File: src/rtl/rp_pkg.sv
package rp_pkg;
  typedef enum logic {
    PM_PARALLEL = 1'b0,
    PM_SERIAL   = 1'b1
  } port_mode_e;

  function automatic int unsigned cnt_width(input int unsigned bits);
    return $clog2(bits + 1);
  endfunction
endpackage

File: src/rtl/rp_hold.sv
module rp_hold #(
  parameter int unsigned DATA_W = 16
) (
  input  logic              clk,
  input  logic              rst_n,
  input  logic              conv_start,
  input  logic              conv_done,
  input  logic [DATA_W-1:0] conv_data,
  output logic [DATA_W-1:0] hold_q,
  output logic              busy_q
);
  logic [DATA_W-1:0] hold_d;
  logic              busy_d;
  logic              hold_en;

  assign hold_en = conv_done;

  always_comb begin
    hold_d = hold_q;
    if (hold_en) hold_d = conv_data;
    busy_d = busy_q;
    if (conv_done)       busy_d = 1'b0;
    else if (conv_start) busy_d = 1'b1;
  end

  always_ff @(posedge clk or negedge rst_n) begin
    if (!rst_n) begin
      hold_q <= '0;
      busy_q <= 1'b0;
    end else begin
      hold_q <= hold_d;
      busy_q <= busy_d;
    end
  end
endmodule

File: src/rtl/rp_format.sv
module rp_format #(
  parameter int unsigned DATA_W = 16,
  parameter int unsigned LANE_W = 8
) (
  input  logic [DATA_W-1:0] hold_word,
  input  logic              twos_sel,
  input  logic              swap_bytes,
  output logic [DATA_W-1:0] coded,
  output logic [DATA_W-1:0] par_word
);
  localparam int unsigned NLANE = DATA_W / LANE_W;

  always_comb begin
    coded = hold_word;
    coded[DATA_W-1] = hold_word[DATA_W-1] ^ twos_sel;
  end

  for (genvar i = 0; i < NLANE; i++) begin : g_lane
    assign par_word[i*LANE_W +: LANE_W] = swap_bytes ?
      coded[(NLANE-1-i)*LANE_W +: LANE_W] : coded[i*LANE_W +: LANE_W];
  end
endmodule

File: src/rtl/rp_serial.sv
module rp_serial #(
  parameter int unsigned DATA_W = 16,
  parameter int unsigned CNT_W  = 5
) (
  input  logic              clk,
  input  logic              rst_n,
  input  logic              sclk_ext,
  input  logic              cs_n,
  input  logic              rd_n,
  input  logic              ser_en,
  input  logic [DATA_W-1:0] word,
  output logic              bit_o,
  output logic [CNT_W-1:0]  bit_cnt
);
  logic             sclk_q;
  logic             sclk_rise;
  logic             step_en;
  logic [CNT_W-1:0] cnt_d;
  logic [DATA_W-1:0] shifted;

  assign sclk_rise = sclk_ext & ~sclk_q;
  assign step_en   = ser_en & ~cs_n & ~rd_n & sclk_rise
                     & (bit_cnt < CNT_W'(DATA_W));

  always_comb begin
    cnt_d = bit_cnt;
    if (cs_n)         cnt_d = '0;
    else if (step_en) cnt_d = bit_cnt + 1'b1;
  end

  always_ff @(posedge clk or negedge rst_n) begin
    if (!rst_n) begin
      sclk_q  <= 1'b0;
      bit_cnt <= '0;
    end else begin
      sclk_q  <= sclk_ext;
      bit_cnt <= cnt_d;
    end
  end

  assign shifted = word << bit_cnt;
  assign bit_o   = shifted[DATA_W-1];
endmodule

File: src/rtl/adc_result_port.sv
module adc_result_port #(
  parameter int unsigned DATA_W = 16,
  parameter int unsigned LANE_W = 8
) (
  input  logic              clk,
  input  logic              rst_n,
  input  logic              conv_start,
  input  logic              conv_done,
  input  logic [DATA_W-1:0] conv_data,
  input  logic              cs_n,
  input  logic              rd_n,
  input  logic              ser_mode,
  input  logic              swap_bytes,
  input  logic              twos_sel,
  input  logic              sclk_ext,
  output logic [DATA_W-1:0] dbus,
  output logic [DATA_W-1:0] dbus_oe,
  output logic              sdata,
  output logic              sdata_oe,
  output logic              busy
);
  import rp_pkg::*;
  localparam int unsigned CNT_W = cnt_width(DATA_W);

  port_mode_e        mode;
  logic              rd_active;
  logic              par_on;
  logic              ser_on;
  logic [DATA_W-1:0] hold_q;
  logic [DATA_W-1:0] coded;
  logic [DATA_W-1:0] par_word;
  logic              ser_bit;
  logic [CNT_W-1:0]  bit_cnt;

  assign mode      = port_mode_e'(ser_mode);
  assign rd_active = ~cs_n & ~rd_n;
  assign par_on    = rd_active & (mode == PM_PARALLEL);
  assign ser_on    = rd_active & (mode == PM_SERIAL);

  rp_hold #(.DATA_W(DATA_W)) u_hold (
    .clk       (clk),
    .rst_n     (rst_n),
    .conv_start(conv_start),
    .conv_done (conv_done),
    .conv_data (conv_data),
    .hold_q    (hold_q),
    .busy_q    (busy)
  );

  rp_format #(.DATA_W(DATA_W), .LANE_W(LANE_W)) u_format (
    .hold_word (hold_q),
    .twos_sel  (twos_sel),
    .swap_bytes(swap_bytes),
    .coded     (coded),
    .par_word  (par_word)
  );

  rp_serial #(.DATA_W(DATA_W), .CNT_W(CNT_W)) u_serial (
    .clk     (clk),
    .rst_n   (rst_n),
    .sclk_ext(sclk_ext),
    .cs_n    (cs_n),
    .rd_n    (rd_n),
    .ser_en  (mode == PM_SERIAL),
    .word    (coded),
    .bit_o   (ser_bit),
    .bit_cnt (bit_cnt)
  );

  assign dbus     = par_on ? par_word : '0;
  assign dbus_oe  = {DATA_W{par_on}};
  assign sdata    = ser_on & ser_bit;
  assign sdata_oe = ser_on;
endmodule

File: config.mk
export PLATFORM = sky130hd
export DESIGN_NAME = adc_result_port
export DESIGN_NICKNAME = d
export VERILOG_FILES = /design/src/rtl/rp_pkg.sv /design/src/rtl/rp_hold.sv /design/src/rtl/rp_format.sv /design/src/rtl/rp_serial.sv /design/src/rtl/adc_result_port.sv
export SDC_FILE = /design/constraint.sdc
export NUM_CORES = 1
export LEC_CHECK = 0
export ABC_AREA = 1
export BUFFER_PORTS_ARGS = -buffer_cell sky130_fd_sc_hd__buf_2
export CORE_MARGIN = 2
export CORE_UTILIZATION = 30
export DETAILED_ROUTE_END_ITERATION = 10
export MAX_ROUTING_LAYER = met4
export SLEW_MARGIN = 20
export SYNTH_ARGS = -nofsm -noshare
export SYNTH_HDL_FRONTEND = slang
export SYNTH_HIERARCHICAL = 1
export SYNTH_SLANG_ARGS = --single-unit
File: constraint.sdc
create_clock -name clk -period 2.47 [get_ports clk]
set_input_delay 0.3705 -clock clk [delete_from_list [all_inputs] [get_ports clk]]
set_output_delay 0.3705 -clock clk [all_outputs]
set_load 0.01 [all_outputs]
==> impl_metrics.toml, run 1 <==
[outcome]
status = "finished clean"

[pwr]
power.density_nw_per_um2 = 429
vdd_drop_max_uv = 150
p_leak_uw = 0.00118
fin_total_pwr_uw = 844

[sta]
final-hold-violation-count = 0
max_freq_mhz = 488
rsz0062_at_grt = "no"
tightest_slew_ns = 0.507
layout_min_cycle_time_ns = 2.05
finalCritPeriodShare = 0.830
fin_tns_setup_ns = 0
final_max_slew_viol_count = 0
finalSetupViolCount = 0
holdWs_ns = 0.0721
slew-limit-headroom = 0.662
fin_skew_ns = 0.000357

[yosys]
synthMuxAreaShare = 0
synthDistinctLibCells = 23
synth-xor-area-share = 0.00472
yosysWarnings = 6
synth_area_leader_cell = "dfrtp_1"
seq_area_frac_synth = 0.310
synth_top_family_by_area = "simple AND/OR/NAND/NOR gates"
ys_ff_latch = 23
netlist_area_sq_um = 1850
synthCells = 274
synth_compound_area_frac = 0.0553
synth_fp_nets = 301
synth_top_area_share = 0.310
synth.avg_cell_area_sq_um = 6.77
yosys.area_share.simple = 0.348
synth_area_leaders = "dfrtp_1 31%, nand2_1 18%, buf_4 13%"
synth_fa_ha_area_frac = 0.00675

[clock_network]
cts_tree = "yes"
root_buffer = "clkbuf_8"
cts_hold_buffers = 0
cts_resized = 0
cts_made_buffers = 3
htreeDepth = 1
cts_max_path_buffers = 2
clk_pin_slew_worst_paths_ns = 0.08
post-cts-setup-buffers = 0
clk_latency_ns = 0.25
cts_sinks = 23

[floorplan]
die-height_microns = 82.6
rows = 28
initial_core_util = 0.311
core_area_sq_um = 5960
dieArea_sq_um = 6830
die_x_microns = 82.6
pin_count = 61

[grt]
grt_max_degree = 24
antenna_found_initial = 0
track_usage = 0.115
grt_pass1_vias = 1332
grt-ovfl-total = 0
grt_first_pass_wirelength_mm = 6.09

[cells_and_area]
fin_nets = 327
multi_input_area_sq_um = 768
area_delta_synth_final_pct = 6.07
n_fill_cell = 673
seq_area_sq_um = 576
layout-drive-gt1-share = 0.304
n_antenna_cell = 0

[setup_path]
r2r-start = "u_serial/bit_cnt[0]$_DFFE_PN0P_"
crit_path_end_kind = "output pin"
reg2regPathDepth = 5
rr_endpoint = "u_serial/bit_cnt[4]$_DFFE_PN0P_"
worstPathRequired_ns = 2.10
crit_arrival_ns = 1.68
rrSetupSlack_ns = 1.16
critPathLaunchType = "register"
worstSetupPathType = "reg2out"
path_max_fanout = 11

[detailed_routing]
detail-route-antenna-nets = 0
vias = 1505
vias_per_cell = 4.02
drt_first_iter_violations = 88
drc = 0
firstDrtPassIters = 4
wl_mm = 3.59
wire_per_inst_microns = 9.61

[worst_hold_path]
hold_path_class = "in2async"

[flow_run]
drv_cap = 0

[place]
dp_hpwl_mm = 2.92
io_buffers = 60
gp_congestion = 0.821
-- synthesized netlist by cell type (all sizes together) --
| cell type | instances |
|---|---|
| nand2 | 97 |
| inv | 46 |
| buf | 39 |
| nor2 | 30 |
| dfrtp | 23 |
| o21ai | 18 |
| nand3 | 16 |
| a21oi | 1 |
| and2 | 1 |
| and3 | 1 |
| ha | 1 |
| xor2 | 1 |
-- power breakdown --
group          internal (uW)  leakage (uW)  total (uW)  switching [uW]
clock                    112     0.0000255         223             111
combinational           73.1      0.000868         189             116
sequential               402      0.000289         431            29.4
total                    587       0.00118         844             256
-- stage by stage --
step | area [sq um] | setup slack, ns | cells | util
floorplan | 1850 | 0.909 | 274 | -
finish | 1970 | 0.421 | 374 | 0.330
detailed placement | 1920 | 0.658 | 370 | 0.322
global placement | 1920 | 0.659 | 370 | 0.322
CTS | 1970 | 0.413 | 374 | 0.330
global route | 1970 | 0.205 | 374 | 0.330
-- sequential cells by signal, indices dropped and copies added (netlist names) --
register          cells
u_hold/hold_q        16
u_serial/bit_cnt      5
u_hold/busy_q         1
u_serial/sclk_q       1
-- critical path: stages, from the launching register on --
cell and delay [ns]:
dfrtp_1 0.61, inv_6 0.09, nand2_1 0.08, nand3_1 0.06, nand2_1 0.08, nand2_1 0.05
nand2_1 0.05, nor2_1 0.03, nor2_1 0.11, inv_1 0.05, nor2_1 0.08, buf_2 0.13
-- layout by cell type, fill, tap and decap left out, types with 3 or more instances in the layout --
| master | Yosys | routed |
|---|---|---|
| nand2_1 | 89 | 89 |
| buf_2 | 0 | 60 |
| inv_1 | 42 | 42 |
| dfrtp_1 | 23 | 23 |
| nor2_1 | 18 | 18 |
| nand3_1 | 15 | 15 |
| o21ai_0 | 10 | 10 |
| nor2_2 | 9 | 9 |
| nand2_2 | 7 | 7 |
| o21ai_1 | 6 | 6 |
| nor2_4 | 3 | 3 |
| clkbuf_8 | 0 | 3 |
-- how the worst max path moves through the flow --
stage / endpoint / startpoint / slack, ns
after floorplan: sdata / u_hold/hold_q[15]$_DFFE_PN0P_ / 0.91
after global placement: sdata / twos_sel / 0.66
after detailed placement: sdata / twos_sel / 0.66
final: sdata / u_serial/bit_cnt[0]$_DFFE_PN0P_ / 0.42
after CTS: sdata / u_serial/bit_cnt[0]$_DFFE_PN0P_ / 0.41
after global routing: sdata / u_serial/bit_cnt[0]$_DFFE_PN0P_ / 0.21
-- cell type report --
class,instances,share of cell area
timing repair buffer,60,0.153
clock buffer,3,0.0210
sequential,23,0.293
multi-input combinational,166,0.391
clock inverter,1,0.00254
inverter,46,0.0929
tap,75,0.0477
-- cell families after synthesis --
logic type,Yosys count
AND/OR/NAND/NOR,145
AO/OA/AOI/OAI,19
flip-flops,23
buffers and inverters,85
XOR/XNOR,1
adder cells (fa/ha/maj),1
-- routing by layer --
metal / routed length (microns) / vias to the layer above / global-route usage
met1: 1970 / 614 / 0.175
li1: - / 834 / -
met5: 0 / - / -
met4: 40 / 0 / 0.0295
met3: 205 / 4 / 0.0109
met2: 1380 / 53 / 0.163
Power figures use the tool's default switching activity.
==> run 2, diff against run 1 <==
--- a/config.mk
+++ b/config.mk
@@ -5,7 +5,7 @@
 export SDC_FILE = /design/constraint.sdc
 export NUM_CORES = 1
 export LEC_CHECK = 0
-export ABC_AREA = 1
+export ABC_AREA = 0
 export BUFFER_PORTS_ARGS = -buffer_cell sky130_fd_sc_hd__buf_2
 export CORE_MARGIN = 2
 export CORE_UTILIZATION = 30
==> constraint.sdc (replaced) <==
create_clock -name clk -period 2.1 [get_ports clk]
set_input_delay 0.315 -clock clk [delete_from_list [all_inputs] [get_ports clk]]
set_output_delay 0.315 -clock clk [all_outputs]
set_load 0.01 [all_outputs]
==> impl_metrics.toml, run 2 <==
[setup_path]
path_max_fanout = 3
crit_slowest_cell = "mux4_2"
crit_path_end_kind = "output pin"
crit_family = "multiplexers"
critPathLaunchType = "register"
crit_arrival_ns = 1.85
critPathBufInv = 1
worstSetupPathType = "reg2out"
crit_chain = "xor2_1 > mux4_2 > o211ai_1 > o21ai_1 > nor4bb_1 > buf_2"
slowest_delay_ns = 0.46
worstPathRequired_ns = 1.78

[pwr]
switchingPower_uw = 294
vdd_drop_max_uv = 268
power_frac_seq = 0.483
p_leak_uw = 0.000924
power.density_nw_per_um2 = 538
p_clk_frac = 0.266
p_int_uw = 768
p_comb_frac = 0.251
swShare = 0.277

[detailed_routing]
detail-route-antenna-nets = 0
firstDrtPassIters = 6
drt_first_iter_violations = 92
vias = 1187
wl_mm = 3.92
wire_per_inst_microns = 15.7
vias_per_cell = 4.75
drc = 0

[sta]
final_max_slew_viol_count = 0
finalCritPeriodShare = 1.03
finalSetupViolCount = 1
rsz0062_at_grt = "yes"
tightest_slew_ns = 0.607
max_freq_mhz = 461
fin_skew_ns = 0.00468
setup_slack_ns = -0.0672
final-hold-violation-count = 0
slew-limit-headroom = 0.595
layout_min_cycle_time_ns = 2.17

[cells_and_area]
regMostFlops = "u_hold/hold_q"
reg.largest.list = "u_hold/hold_q: 16 flops, u_serial/bit_cnt: 5 flops"
fin_nets = 203
post-route-util = 0.330
layout_common_cells = "60 x buf_2, 22 x dfrtp_1, 19 x mux2_4, 13 x mux2_2, 9 x nor4b_2"
n_fill_cell = 632
instances_no_fill = 250
n_antenna_cell = 0
seq_area_sq_um = 577
multi_input_area_sq_um = 928
area_delta_synth_final_pct = 5.48
largest_reg_flops = 16
layout_commonest_cell = "buf_2"
layout-drive-gt1-share = 0.651

[floorplan]
die-height_microns = 83.0
pin_count = 61
core_area_sq_um = 5990
dieArea_sq_um = 6890
initial_core_util = 0.313
rows = 28
die_x_microns = 83.0

[place]
gp_congestion = 0.787
dp_hpwl_mm = 2.81
io_buffers = 60
placedCellCount = 246

[yosys]
synth_area_leader_cell = "dfrtp_1"
synth_area_leaders = "dfrtp_1 31%, mux2_4 15%, buf_4 13%"
yosysMostFrequentCell = "buf_4"
async_flop_share = 1.00
seq_area_frac_synth = 0.307
synthTopCellsByCount = "32 x buf_4, 23 x dfrtp_1, 19 x mux2_4, 13 x mux2_2, 9 x nor4b_2"
synth-edff-count = 0
yosysWarnings = 6
ys_ff_latch = 23
synthDistinctLibCells = 31
ys.flop_type = "dfrtp_1"
synth_top_area_share = 0.307
synth.avg_cell_area_sq_um = 12.3
synthCells = 152
synth_fp_nets = 179
netlist_area_sq_um = 1870

[grt]
grt_pass1_vias = 1157
grt-ovfl-total = 0
antenna_found_initial = 0
grt_first_pass_wirelength_mm = 6.35
track_usage = 0.118
grt_max_degree = 28

[clock_network]
cts_sinks = 23
clk_pin_slew_worst_paths_ns = 0.09
cts_made_buffers = 3
cts_max_path_buffers = 2
post-cts-setup-buffers = 0
htreeDepth = 1
clk_latency_ns = 0.27
root_buffer = "clkbuf_8"
cts_tree = "yes"

[outcome]
status = "finished with violations"
violations = "negative setup slack"

[flow_run]
drv_cap = 0

[worst_hold_path]
hold_path_class = "in2async"
## run 2: cell count changes after synthesis, moves of 5 or more
cell,previous run,this run
nor2_2,9,0
nor4b_2,0,9
inv_1,42,0
nand2_2,7,0
mux2_2,0,13
nor4b_1,0,8
mux2i_1,0,5
mux2_4,0,19
nand2_1,89,0
nand3_1,15,2
nor2_1,18,6
o21ai_0,10,0
## run 2: final timing paths
kind / depth (start not counted) / end / slack (ns) / startpoint
max in group asynchronous: 1 / u_serial/bit_cnt[0]$_DFFE_PN0P_ / 1.69 / rst_n
worst max-delay path: 6 / sdata / -0.07 / u_hold/hold_q[15]$_DFFE_PN0P_
worst min register to register: 1 / u_hold/busy_q$_DFFE_PN0P_ / 0.49 / u_hold/busy_q$_DFFE_PN0P_
worst max register to register: 4 / u_serial/bit_cnt[3]$_DFFE_PN0P_ / 0.49 / u_serial/sclk_q$_DFF_PN0_
min in group clk: 1 / u_serial/sclk_q$_DFF_PN0_ / 0.16 / sclk_ext
worst min-delay path: 1 / u_hold/hold_q[11]$_DFFE_PN0P_ / 0.02 / rst_n
## run 2: final cells by class
| type | instances | share of cell area |
|---|---|---|
| Multi-Input combinational cell | 84 | 0.470 |
| Sequential cell | 23 | 0.292 |
| Timing Repair Buffer | 64 | 0.167 |
| Tap cell | 75 | 0.0475 |
| Clock buffer | 3 | 0.0209 |
| Clock inverter | 1 | 0.00253 |
## run 2: power groups by stage
stage	registers [uW]	clock network [uW]	logic [uW]
finish	513	282	267
global route	519	318	288
CTS	514	298	271
detailed placement	522	0	270
global placement	521	0	268
floorplan	509	0	266
## run 2: through the flow
stage	instance area [sq um]	hold WS, ns	power (uW)	setup slack, ns	setup TNS, ns
after CTS	1980	0.0342	1080	-0.0876	-0.0876
after detailed placement	1930	0.336	792	0.167	0
after global placement	1930	0.337	788	0.168	0
after floorplan	1870	0.0194	775	0.0181	0
after global routing	1980	0.0506	1130	-0.184	-0.184
final	1980	0.0219	1060	-0.0672	-0.0672
## run 2: kinds of logic after synthesis
family                     share of synthesized area
buffers and inverters                          0.197
muxes                                          0.281
and+or+nand+nor                                0.167
DFF                                            0.307
AOI/OAI and AO/OA                             0.0267
xor gates and xnor gates                      0.0140
adders and majority gates                    0.00668
## run 2: timing repair
action / 4_1_cts / 5_1_grt
pin swaps: 0 / 0
endpoints found under the setup margin: 1 / 1
resized for setup: 1 / 0
hold buffers: 0 / 0
## run 2: layer usage
| metal | vias up | GRT usage | wire length [microns] |
|---|---|---|---|
| met5 | - | - | 0 |
| met4 | 0 | 0.0268 | 24 |
| met3 | 2 | 0.0348 | 237 |
| met2 | 42 | 0.179 | 1770 |
| met1 | 575 | 0.155 | 1880 |
| li1 | 568 | - | - |
==> run 3, diff against run 2 <==
--- a/config.mk
+++ b/config.mk
@@ -11,6 +11,7 @@
 export CORE_UTILIZATION = 30
 export DETAILED_ROUTE_END_ITERATION = 10
 export MAX_ROUTING_LAYER = met4
+export REMOVE_ABC_BUFFERS = 1
 export SLEW_MARGIN = 20
 export SYNTH_ARGS = -nofsm -noshare
 export SYNTH_HDL_FRONTEND = slang
==> impl_metrics.toml, run 3 (synthesis gave the netlist of run 2 again) <==
[outcome]
status = "finished with violations"
violations = "negative setup slack"

[pwr]
fin_total_pwr_uw = 1060
power_frac_seq = 0.481
p_int_uw = 775
p_clk_frac = 0.260
p_leak_uw = 0.000939
power.density_nw_per_um2 = 530
swShare = 0.272
p_comb_frac = 0.259
switchingPower_uw = 290
vdd_drop_max_uv = 251

[setup_path]
worstPathRequired_ns = 1.78
worstSetupPathType = "reg2out"
crit_arrival_ns = 1.86
crit_path_end_kind = "output pin"
critPathLaunchType = "register"
path_max_fanout = 3

[sta]
layout_min_cycle_time_ns = 2.18
finalSetupViolCount = 1
finalCritPeriodShare = 1.04
max_freq_mhz = 459
setup_slack_ns = -0.0778
fin_skew_ns = 0.00781
final-hold-violation-count = 0
slew-limit-headroom = 0.605
final_max_slew_viol_count = 0
rsz0062_at_grt = "yes"
fin_tns_setup_ns = -0.0778
tightest_slew_ns = 0.590

[cells_and_area]
regMostFlops = "u_hold/hold_q"
reg.largest.list = "u_hold/hold_q: 16 flops, u_serial/bit_cnt: 5 flops"
fin_nets = 205
layout-drive-gt1-share = 0.661
layout_common_cells = "60 x buf_2, 22 x dfrtp_1, 19 x mux2_4, 13 x mux2_2, 9 x nor4b_2"
post-route-util = 0.335
area_delta_synth_final_pct = 7.21
n_antenna_cell = 0
largest_reg_flops = 16
n_fill_cell = 612
layout_commonest_cell = "buf_2"
fin_area_sq_um = 2010

[place]
dpl_cell_area_sq_um = 1950
dp_hpwl_mm = 2.76
gp_congestion = 0.760
io_buffers = 60
dp_slack_ns = 0.173

[detailed_routing]
drt_first_iter_violations = 41
vias = 1192
vias_per_cell = 4.73
wl_mm = 3.73
drc = 0
wire_per_inst_microns = 14.8
detail-route-antenna-nets = 0
firstDrtPassIters = 4

[grt]
track_usage = 0.110
grt-ovfl-total = 0
grt_pass1_vias = 1204
grt_max_degree = 24
antenna_found_initial = 0
grt_first_pass_wirelength_mm = 6.16

[floorplan]
pin_count = 61
initial_core_util = 0.313
dieArea_sq_um = 6890
rows = 28
core_area_sq_um = 5990
die-height_microns = 83.0
die_x_microns = 83.0

[worst_hold_path]
hold_path_class = "in2async"

[clock_network]
cts_sinks = 23
cts_hold_buffers = 0
root_buffer = "clkbuf_8"
cts_max_path_buffers = 2
htreeDepth = 1
cts_made_buffers = 3
clk_latency_ns = 0.26
cts_tree = "yes"
clk_pin_slew_worst_paths_ns = 0.09

[flow_run]
drv_cap = 0
[run 3: metal layers]
metal	part of all wire	vias up	track usage
met5	0	-	-
met4	0.0027	0	0.0268
met3	0.023	2	0.0129
met2	0.49	24	0.178
met1	0.48	597	0.148
li1	-	569	-
[run 3: repair_timing]
action / in CTS / in global routing
pin swaps: 0 / 1
gates resized for setup: 1 / 0
setup buffers: 0 / 1
setup endpoints to repair: 1 / 1
cloned: 0 / 0
[run 3: final timing paths]
check / start / endpoint / slack, ns / cells after the start
max: u_hold/hold_q[15]$_DFFE_PN0P_ / sdata / -0.08 / 6
min: rst_n / u_hold/hold_q[4]$_DFFE_PN0P_ / 0.02 / 1
max reg2reg: u_serial/sclk_q$_DFF_PN0_ / u_serial/bit_cnt[3]$_DFFE_PN0P_ / 0.53 / 4
min reg2reg: u_hold/busy_q$_DFFE_PN0P_ / u_hold/busy_q$_DFFE_PN0P_ / 0.50 / 1
max in group asynchronous: rst_n / u_serial/bit_cnt[0]$_DFFE_PN0P_ / 1.69 / 1
min in group clk: sclk_ext / u_serial/sclk_q$_DFF_PN0_ / 0.17 / 1
[run 3: layout make-up]
class | instances | area (sq um) | share of cell area
clock inverter | 1 | 5.00 | 0.00249
clock buffer | 3 | 41.3 | 0.0206
sequential | 23 | 577 | 0.287
tap | 75 | 93.8 | 0.0467
multi-input combinational | 84 | 933 | 0.465
timing repair buffer | 66 | 358 | 0.178
[run 3: power groups by stage]
stage,sequential [uW],clock [uW],combinational (uW)
floorplan,509,0,159
global placement,521,0,272
detailed placement,521,0,275
CTS,512,291,276
global route,519,310,299
finish,512,277,276
[run 3: worst max-delay path, cell delays in order (launching register included)]
cell and delay [ns]:
dfrtp_1 0.39, xor2_1 0.17, mux4_2 0.48, o211ai_1 0.20, o21ai_1 0.09, nor4bb_1 0.13
buf_2 0.15
[run 3: through the flow]
stage,cells,hold slack [ns]
finish,252,0.0192
global route,252,0.0559
CTS,251,0.0379
detailed placement,247,0.333
global placement,247,0.326
floorplan,107,0.0194
